**src/rtl/tcp_pkg.sv**
```systemverilog
package tcp_pkg;
  localparam int unsigned CMD_LOAD = 1;
  localparam int unsigned CMD_RUN  = 2;
endpackage

```
**src/rtl/tcp_regs.sv**
```systemverilog
module tcp_regs
  import tcp_pkg::*;
#(
  parameter int WORD_W    = 10,
  parameter int NUM_WORDS = 4,
  parameter int BUS_W     = 32,
  parameter int ADDR_W    = 2,
  parameter int TEST_BIT  = 12
) (
  input  logic                               clk,
  input  logic                               rst,
  input  logic                               wr_en,
  input  logic [ADDR_W-1:0]                  wr_addr,
  input  logic [BUS_W-1:0]                   wr_data,
  output logic [NUM_WORDS-1:0][WORD_W-1:0]   shadow_q,
  output logic                               run_cmd,
  output logic                               normal_q,
  output logic                               normal_n
);
  localparam int NPAIR     = NUM_WORDS / 2;
  localparam int HALF_W    = BUS_W / 2;
  localparam int CTRL_ADDR = NPAIR;
  localparam int TEST_ADDR = NPAIR + 1;

  logic [NUM_WORDS-1:0][WORD_W-1:0] stage_q;
  logic is_ctrl, is_test, load_cmd;

  assign is_ctrl  = wr_en && (wr_addr == ADDR_W'(CTRL_ADDR));
  assign is_test  = wr_en && (wr_addr == ADDR_W'(TEST_ADDR));
  assign load_cmd = is_ctrl && (wr_data == BUS_W'(CMD_LOAD));
  assign run_cmd  = is_ctrl && (wr_data == BUS_W'(CMD_RUN));
  assign normal_n = is_test ? wr_data[TEST_BIT] : normal_q;

  always_ff @(posedge clk) begin
    if (rst) begin
      stage_q <= '0;
    end else if (wr_en) begin
      for (int k = 0; k < NPAIR; k++) begin
        if (wr_addr == ADDR_W'(k)) begin
          stage_q[2*k]   <= wr_data[WORD_W-1:0];
          stage_q[2*k+1] <= wr_data[HALF_W+WORD_W-1:HALF_W];
        end
      end
    end
  end

  always_ff @(posedge clk) begin
    if (rst)           shadow_q <= '0;
    else if (load_cmd) shadow_q <= stage_q;
  end

  always_ff @(posedge clk) begin
    if (rst) normal_q <= 1'b1;
    else     normal_q <= normal_n;
  end

  AST_LOAD_COPY: assert property (@(posedge clk) disable iff (rst)
    load_cmd |=> shadow_q == $past(stage_q));
  AST_SHADOW_HOLD: assert property (@(posedge clk) disable iff (rst)
    !load_cmd |=> $stable(shadow_q));
endmodule

```
**src/rtl/tcp_seq.sv**
```systemverilog
module tcp_seq #(
  parameter int WORD_W    = 10,
  parameter int NUM_WORDS = 4
) (
  input  logic                               clk,
  input  logic                               rst,
  input  logic [NUM_WORDS-1:0][WORD_W-1:0]   shadow_q,
  input  logic                               run_cmd,
  output logic [$clog2(NUM_WORDS)-1:0]       ph_n,
  output logic [NUM_WORDS-1:0][WORD_W-1:0]   act_n,
  output logic                               run_n,
  output logic                               run_q
);
  localparam int IDX_W = $clog2(NUM_WORDS);
  localparam logic [IDX_W-1:0] LAST = IDX_W'(NUM_WORDS - 1);

  logic [IDX_W-1:0]                 ph_q;
  logic [NUM_WORDS-1:0][WORD_W-1:0] act_q;
  logic                             pend_q, pend_n, apply;

  assign apply  = pend_q && (ph_q == LAST);
  assign ph_n   = (ph_q == LAST) ? '0 : ph_q + 1'b1;
  assign act_n  = apply ? shadow_q : act_q;
  assign run_n  = run_q | apply;
  assign pend_n = run_cmd ? 1'b1 : (apply ? 1'b0 : pend_q);

  always_ff @(posedge clk) begin
    if (rst) begin
      ph_q   <= '0;
      act_q  <= '0;
      run_q  <= 1'b0;
      pend_q <= 1'b0;
    end else begin
      ph_q   <= ph_n;
      act_q  <= act_n;
      run_q  <= run_n;
      pend_q <= pend_n;
    end
  end

  AST_PHASE_STEP: assert property (@(posedge clk) disable iff (rst)
    ($past(ph_q) == LAST) |-> ph_q == '0);
  AST_SWAP_AT_WRAP: assert property (@(posedge clk) disable iff (rst)
    !$stable(act_q) |-> ph_q == '0);
  AST_RUN_STICKY: assert property (@(posedge clk) disable iff (rst)
    run_q |=> run_q);
endmodule

```
**src/rtl/tcp_outmux.sv**
```systemverilog
module tcp_outmux #(
  parameter int WORD_W    = 10,
  parameter int NUM_WORDS = 4
) (
  input  logic                               clk,
  input  logic                               rst,
  input  logic [$clog2(NUM_WORDS)-1:0]       ph_n,
  input  logic [NUM_WORDS-1:0][WORD_W-1:0]   act_n,
  input  logic                               run_n,
  input  logic                               normal_n,
  input  logic                               run_q,
  input  logic                               normal_q,
  output logic [WORD_W-1:0]                  out_q
);
  function automatic logic [WORD_W-1:0] alt_word(input logic odd);
    logic [WORD_W-1:0] w;
    for (int i = 0; i < WORD_W; i++) w[i] = ((i % 2) == 1) == odd;
    return w;
  endfunction

  always_ff @(posedge clk) begin
    if (rst)            out_q <= '0;
    else if (!normal_n) out_q <= alt_word(ph_n[0]);
    else if (!run_n)    out_q <= '0;
    else                out_q <= act_n[ph_n];
  end

  AST_IDLE_ZERO: assert property (@(posedge clk) disable iff (rst)
    (normal_q && !run_q) |-> out_q == '0);
  AST_TEST_WORD: assert property (@(posedge clk) disable iff (rst)
    !normal_q |-> (out_q == alt_word(1'b0) || out_q == alt_word(1'b1)));
endmodule

```
**src/rtl/tmds_clk_pattern_gen.sv**
```systemverilog
module tmds_clk_pattern_gen #(
  parameter int WORD_W    = 10,
  parameter int NUM_WORDS = 4,
  parameter int BUS_W     = 32,
  parameter int TEST_BIT  = 12,
  parameter int ADDR_W    = $clog2(NUM_WORDS / 2 + 2)
) (
  input  logic              clk,
  input  logic              rst,
  input  logic              wr_en,
  input  logic [ADDR_W-1:0] wr_addr,
  input  logic [BUS_W-1:0]  wr_data,
  output logic [WORD_W-1:0] pattern_out
);
  localparam int IDX_W = $clog2(NUM_WORDS);

  logic [NUM_WORDS-1:0][WORD_W-1:0] shadow_q, act_n;
  logic [IDX_W-1:0]                 ph_n;
  logic run_cmd, normal_q, normal_n, run_n, run_q;

  tcp_regs #(.WORD_W(WORD_W), .NUM_WORDS(NUM_WORDS), .BUS_W(BUS_W),
             .ADDR_W(ADDR_W), .TEST_BIT(TEST_BIT)) u_regs (
    .clk(clk), .rst(rst), .wr_en(wr_en), .wr_addr(wr_addr), .wr_data(wr_data),
    .shadow_q(shadow_q), .run_cmd(run_cmd), .normal_q(normal_q), .normal_n(normal_n)
  );

  tcp_seq #(.WORD_W(WORD_W), .NUM_WORDS(NUM_WORDS)) u_seq (
    .clk(clk), .rst(rst), .shadow_q(shadow_q), .run_cmd(run_cmd),
    .ph_n(ph_n), .act_n(act_n), .run_n(run_n), .run_q(run_q)
  );

  tcp_outmux #(.WORD_W(WORD_W), .NUM_WORDS(NUM_WORDS)) u_out (
    .clk(clk), .rst(rst), .ph_n(ph_n), .act_n(act_n), .run_n(run_n),
    .normal_n(normal_n), .run_q(run_q), .normal_q(normal_q), .out_q(pattern_out)
  );
endmodule

```
**config.mk**
```make
export PLATFORM = sky130hd
export DESIGN_NAME = tmds_clk_pattern_gen
export DESIGN_NICKNAME = d
export VERILOG_FILES = /design/src/rtl/tcp_pkg.sv /design/src/rtl/tcp_regs.sv /design/src/rtl/tcp_seq.sv /design/src/rtl/tcp_outmux.sv /design/src/rtl/tmds_clk_pattern_gen.sv
export SDC_FILE = /design/constraint.sdc
export NUM_CORES = 1
export LEC_CHECK = 0
export ABC_AREA = 1
export BUFFER_PORTS_ARGS = -buffer_cell sky130_fd_sc_hd__buf_2
export CAP_MARGIN = 20
export CORE_MARGIN = 2
export CORE_UTILIZATION = 40
export CTS_BUF_LIST = sky130_fd_sc_hd__clkbuf_4 sky130_fd_sc_hd__clkbuf_8 sky130_fd_sc_hd__clkbuf_16
export DETAILED_ROUTE_END_ITERATION = 10
export HOLD_SLACK_MARGIN = 0.05
export PLACE_DENSITY = 0.62
export SETUP_SLACK_MARGIN = 0.5
export SYNTH_ARGS = -nofsm -noshare
export SYNTH_HDL_FRONTEND = slang
export SYNTH_SLANG_ARGS = --single-unit
export TNS_END_PERCENT = 30
```
**constraint.sdc**
```tcl
create_clock -name clk -period 2.6 [get_ports clk]
set_input_delay 0.52 -clock clk [delete_from_list [all_inputs] [get_ports clk]]
set_output_delay 0.52 -clock clk [all_outputs]
set_load 0.05 [all_outputs]
```
==> results of run 1 <==
synthesized netlist by cell type (2+ instances only):
master | n | area share [%]
nor2_1 | 104 | 7.1
nand2_1 | 119 | 8.1
clkbuf_1 | 20 | 1.4
a21oi_1 | 92 | 8.4
nor2_4 | 3 | 0.61
nor2_2 | 3 | 0.34
buf_6 | 8 | 1.6
o21ai_0 | 35 | 3.2
and2_1 | 2 | 0.23
dfxtp_1 | 135 | 49
buf_1 | 2 | 0.14
o21ai_1 | 6 | 0.55
buf_2 | 23 | 2.1
nand3_1 | 142 | 13
inv_2 | 2 | 0.14
inv_1 | 47 | 3.2
logic make-up after synthesis:
kind of cell	after synthesis	synth area share [%]
AOI/OAI and AO/OA	133	12.1
and+or+nand+nor	377	29.9
DFF	135	49.1
buffers and inverters	103	8.64
adders and majority gates	1	0.227
power by group:
group | leakage (nW) | switching [mW] | internal [mW]
Sequential | 1.09 | 0.0107 | 2.11
Clock | 0.275 | 0.797 | 1.35
Combinational | 1.12 | 0.259 | 0.130
worst max-delay path, stage by stage (launching register included):
cell	delay, ps
dfxtp_1	320
ha_1	230
nand2_1	350
buf_4	300
nand2_1	100
nand3_1	80
nand3_1	80
nand2_1	90
nand2_1	50
a21oi_1	140
worst min path at each step:
stage / start / endpoint / depth (start not counted) / slack (ps)
6_report: wr_data[1] / u_regs.stage_q[21] / 3 / 380
5_1_grt: wr_data[1] / u_regs.stage_q[21] / 3 / 400
4_1_cts: wr_data[1] / u_regs.stage_q[21] / 3 / 360
3_5_place_dp: u_regs.stage_q[28] / u_regs.stage_q[28] / 2 / 450
3_3_place_gp: u_regs.stage_q[30] / u_regs.stage_q[30] / 2 / 440
2_1_floorplan: u_regs.stage_q[0] / u_regs.stage_q[0] / 2 / 430
area by class of cell:
class | count | area share (%)
Clock buffer | 25 | 8.17
Clock inverter | 4 | 0.317
Inverter | 50 | 2.97
Multi-Input combinational cell | 511 | 36.8
Sequential cell | 135 | 42.8
Tap cell | 176 | 3.48
Timing Repair Buffer | 60 | 5.50
sequential cells by signal, indices dropped and copies added, names as in the netlist:
| register | count |
|---|---|
| u_regs.stage_q | 40 |
| u_seq.act_q | 40 |
| u_regs.normal_q | 1 |
| u_seq.pend_q | 1 |
| u_regs.shadow_q | 40 |
| u_out.out_q | 10 |
| u_seq.ph_q | 2 |
| u_seq.run_q | 1 |
per-stage QoR:
step / cell area (um2) / utilization (%) / hold WS [ps]
global placement: 5780 / 43.3 / 441
detailed placement: 5780 / 43.3 / 446
finish: 6320 / 47.4 / 379
global route: 6320 / 47.4 / 401
CTS: 6320 / 47.3 / 363
floorplan: 5500 / - / 430
routing by layer:
layer / global-route usage [%] / share of wire (%)
met1: 26.6 / 52
met3: 4.14 / 4.3
met5: 0 / 0
met2: 26.9 / 42
met4: 7.40 / 2.0
==> run metrics, run 1 <==
reg2reg end u_out.out_q[8]; crit path max fanout 15; max_cap viols 0; Final Max Tran Viols 0; Synth Flop Type dfxtp_1; Fill cells 1391; total track usage 18.5%; post-cts repair resize count 0; vias in the first global route roughly 4500; flip-flop and latch area 2700 um2; Total Power ~4.7 mW; Multi-input gate area 2330 um2; CTS Buf Count 17; Final WS setup between 700 and 800 ps; RSZ-0062 raised after global routing false; # diodes 0; R2R setup slack 770 ps; largest net degree at the start of global routing 82; clock slew at reported path FFs ~50 ps; Placer Congestion approximately 0.84; Ys Warns 0; reg2reg path depth 9; die span in x around 120 um; DRC violations left 0; proportion of layout cells with a drive suffix above 1 12.9%; detailed-route via count 4797; H-tree Lvls 4; fin cells between 900 and 1000; Slew Limit Headroom between 60% and 70%; die area about 15000 um2; clock latency on the worst-skew pair around 420 ps; fin crit share a little over two thirds; first-pass GRT wire length approximately 22000 um; post-CTS setup buffers 0; count of different cell masters after synthesis 22; initial core utilization about 41%; CTS tree done; setup violators final 0; Root Buffer clkbuf_16; post-DR wirelength/cell about 13 um; syn avg cell area 7.35 um2; Total Routed Length approximately 13000 um; DR pass1 iterations 5; commonest non-fill, non-tap cells in the layout nand3_1, dfxtp_1, nand2_1; fmax between 500 and 600 MHz; PwrDens between 700 and 800 nW/um2; total core area 13300 um2; P&R area growth vs syn 14.9%; io pins 47; # rows between 40 and 50; worst endpoint required time between 2000 and 3000 ps; Mapped Area around 5500 um2; crit path DAT 2170 ps; register area share after synthesis between 40% and 50%; final worst path period need around 1800 ps; Syn Nets approximately 800; initial DRC count around 320; antenna-violating nets left 0; Synth Instances 749; nets 813; Sink Count ~140; EDFF count, synth 0; grt ovf 0; CTS Hold Bufs 0; setup_tns 0 ps; CP endpoint kind register; Worst Setup Start Kind register; Clock Skew 6.26 ps; Port Buffers 46; post-place setup slack ~630 ps; worst setup path start u_seq.ph_q[0]; CTS Buffer Depth 2; Synth Register Bits 135; critical path endpoint u_out.out_q[8]; Post-DP HPWL between 8000 and 9000 um; Hold Path Class input pin to register; crit path kind register to register; reg2reg start u_seq.ph_q[0]; Pleak around 2.5 nW; vias per cell 4.99; placed cells 932; die height 121 um; initial antenna violation count 0; status finished clean; worst ir drop on vdd about 0.00043 V; asr flop ratio synth 0%; final hold violations 0; commonest non-fill, non-tap cell in the layout nand3_1; measured slew at the worst slew-check pin ~560 ps
Power figures use the tool's default switching activity.
==> run 2, diff against run 1 <==
--- a/config.mk
+++ b/config.mk
@@ -13,7 +13,7 @@
 export CTS_BUF_LIST = sky130_fd_sc_hd__clkbuf_4 sky130_fd_sc_hd__clkbuf_8 sky130_fd_sc_hd__clkbuf_16
 export DETAILED_ROUTE_END_ITERATION = 10
 export HOLD_SLACK_MARGIN = 0.05
-export PLACE_DENSITY = 0.62
+export PLACE_DENSITY = 0.64
 export SETUP_SLACK_MARGIN = 0.5
 export SYNTH_ARGS = -nofsm -noshare
 export SYNTH_HDL_FRONTEND = slang
==> constraint.sdc (replaced) <==
create_clock -name clk -period 1.5 [get_ports clk]
set_input_delay 0.3 -clock clk [delete_from_list [all_inputs] [get_ports clk]]
set_output_delay 0.3 -clock clk [all_outputs]
set_load 0.05 [all_outputs]
==> run 2 against run 1 <==
  * Count of clock-buffer cells in the layout unchanged
  * Routed wire length up 25%
  * Largest power group unchanged
  * Critical endpoint is now u_out.out_q[6]
  * Highest routed layer unchanged
  * Hold slack worse by 220 ps
  * The run now ends with setup timing left
==> run metrics, run 2 (same netlist as run 1, synthesis figures left out) <==
status finished with violations; failing checks setup timing; grt ovf 0; P&R area growth vs syn 47.0%; Port Buffers 46; CTS Buf Count 17; R2R setup slack -20 ps; post-DR wirelength/cell between 15 and 20 um; # rows 42; io pins 47; max_cap viols 0; proportion of layout cells with a drive suffix above 1 a little under a third; vias per cell around 5; crit path kind register to register; clock slew at reported path FFs about 50 ps; top flop regs u_regs.shadow_q x40, u_regs.stage_q x40, u_seq.act_q x40; reg2reg start u_seq.ph_q[0]; CP endpoint kind register; setup violators final 2; H-tree Lvls 4; detailed-route via count roughly 5300; CP Cell Sequence ha_4, buf_6, nand2_8, clkbuf_16, nand2_1, nand3_1, nand3_1, nand2_2, nand2_1, a21oi_2; Post-DP HPWL about 8700 um; initial antenna violation count 0; Slew Limit Headroom 76.5%; Worst Setup Start Kind register; total core area about 13000 um2; initial core utilization just over 40%; CTS Buffer Depth 2; commonest non-fill, non-tap cell in the layout dfxtp_1; min-delay src wr_data[1]; Final Max Tran Viols 0; Clock Skew approximately 6.7 ps; Total Power between 8 and 9 mW; worst ir drop on vdd around 0.00075 V; crit-path max cell delay 350 ps; die height about 120 um; CTS tree done; commonest non-fill, non-tap cells in the layout dfxtp_1, nand2_1, nand3_1; largest net degree at the start of global routing between 80 and 90; DR pass1 iterations 5; DRC violations left 0; Sink Count 135; PwrDens approximately 1100 nW/um2; RSZ-0062 raised after global routing true; hold endpoint u_regs.stage_q[21]; Placer Congestion between 0.7 and 0.8; initial DRC count between 400 and 500; worst endpoint required time approximately 1800 ps; Pleak between 3 and 4 nW; nets roughly 880; crit path DAT ~1900 ps; first-pass GRT wire length approximately 23000 um; reg2reg path depth 10; Total Routed Length about 16000 um; die span in x 121 um; fin crit share 101%; post-place setup slack -87.0 ps; Root Buffer clkbuf_16; final hold violations 0; fmax 658 MHz; final worst path period need 1520 ps; measured slew at the worst slew-check pin 352 ps; Final WS setup -20.1 ps; vias in the first global route 4554; slowest stage cell, crit path dfxtp_4; total track usage 19.8%; clock latency on the worst-skew pair about 420 ps; Min-Delay Path Depth 3; Hold Path Class input pin to register; reg2reg end u_out.out_q[6]; # diodes 0; crit path max fanout 9; die area about 15000 um2; antenna-violating nets left 0
run 2: worst max path at each step:
stage                             start                  end  slack [ps]  cells past startpoint
final                     u_seq.ph_q[0]       u_out.out_q[6]         -20                     10
after CTS                 u_seq.ph_q[0]       u_out.out_q[3]          20                     10
after detailed placement     wr_data[4]  u_regs.shadow_q[14]         -90                     10
after floorplan           u_seq.ph_q[0]       u_out.out_q[3]         220                     10
after global routing      u_seq.ph_q[0]       u_out.out_q[6]         -90                     10
after global placement       wr_data[4]  u_regs.shadow_q[35]         -30                     10
run 2: through the flow:
| step | instances | util (%) | instance area, um2 | TNS [ps] | hold slack, ps |
|---|---|---|---|---|---|
| after floorplan | 749 | - | 5640 | 0 | 430 |
| after global placement | 967 | 46.8 | 6240 | -890 | 441 |
| after detailed placement | 967 | 46.8 | 6240 | -2370 | 445 |
| after CTS | 1008 | 53.6 | 7150 | 0 | 145 |
| after global routing | 1028 | 60.6 | 8090 | -588 | 170 |
| final | 1028 | 60.6 | 8090 | -24.6 | 157 |
run 2: worst max-delay path: cells and delay by family (launching register included):
| family | cells | cell delay (ps) |
|---|---|---|
| and+or+nand+nor | 6 | 470 |
| AOI/OAI and AO/OA | 1 | 130 |
| buffers and inverters | 2 | 300 |
| DFF | 1 | 350 |
| adders and majority gates | 1 | 170 |
run 2: layer usage:
layer / routed length (um) / vias to the layer above / global-route usage [%] / share of wire, %
li1: - / 2650 / - / -
met1: 7140 / 2432 / 28.5 / 45
met2: 7760 / 172 / 28.4 / 48
met3: 852 / 22 / 5.26 / 5.3
met4: 249 / 0 / 6.90 / 1.6
met5: 0 / - / 0 / 0
run 2: power by group:
| part | switching [mW] | total (mW) | internal, mW |
|---|---|---|---|
| Sequential | 0.0254 | 3.69 | 3.66 |
| Combinational | 0.575 | 1.07 | 0.497 |
| Clock | 1.42 | 3.93 | 2.51 |
| Total | 2.02 | 8.69 | 6.67 |
run 2: final cells by class:
class | instances | area [um2]
Timing Repair Buffer | 128 | 1530
Clock inverter | 3 | 42.5
Clock buffer | 25 | 517
Fill cell | 1170 | 5260
Tap cell | 176 | 220
Inverter | 50 | 195
Sequential cell | 135 | 2720
Multi-Input combinational cell | 511 | 2860
run 2: timing repair:
action,in CTS,in global routing
cloned,6,12
hold buffers,0,0
gates resized for setup,46,151
endpoints found under the setup margin,102,107
pin swaps,1,68
buffers inserted,7,8
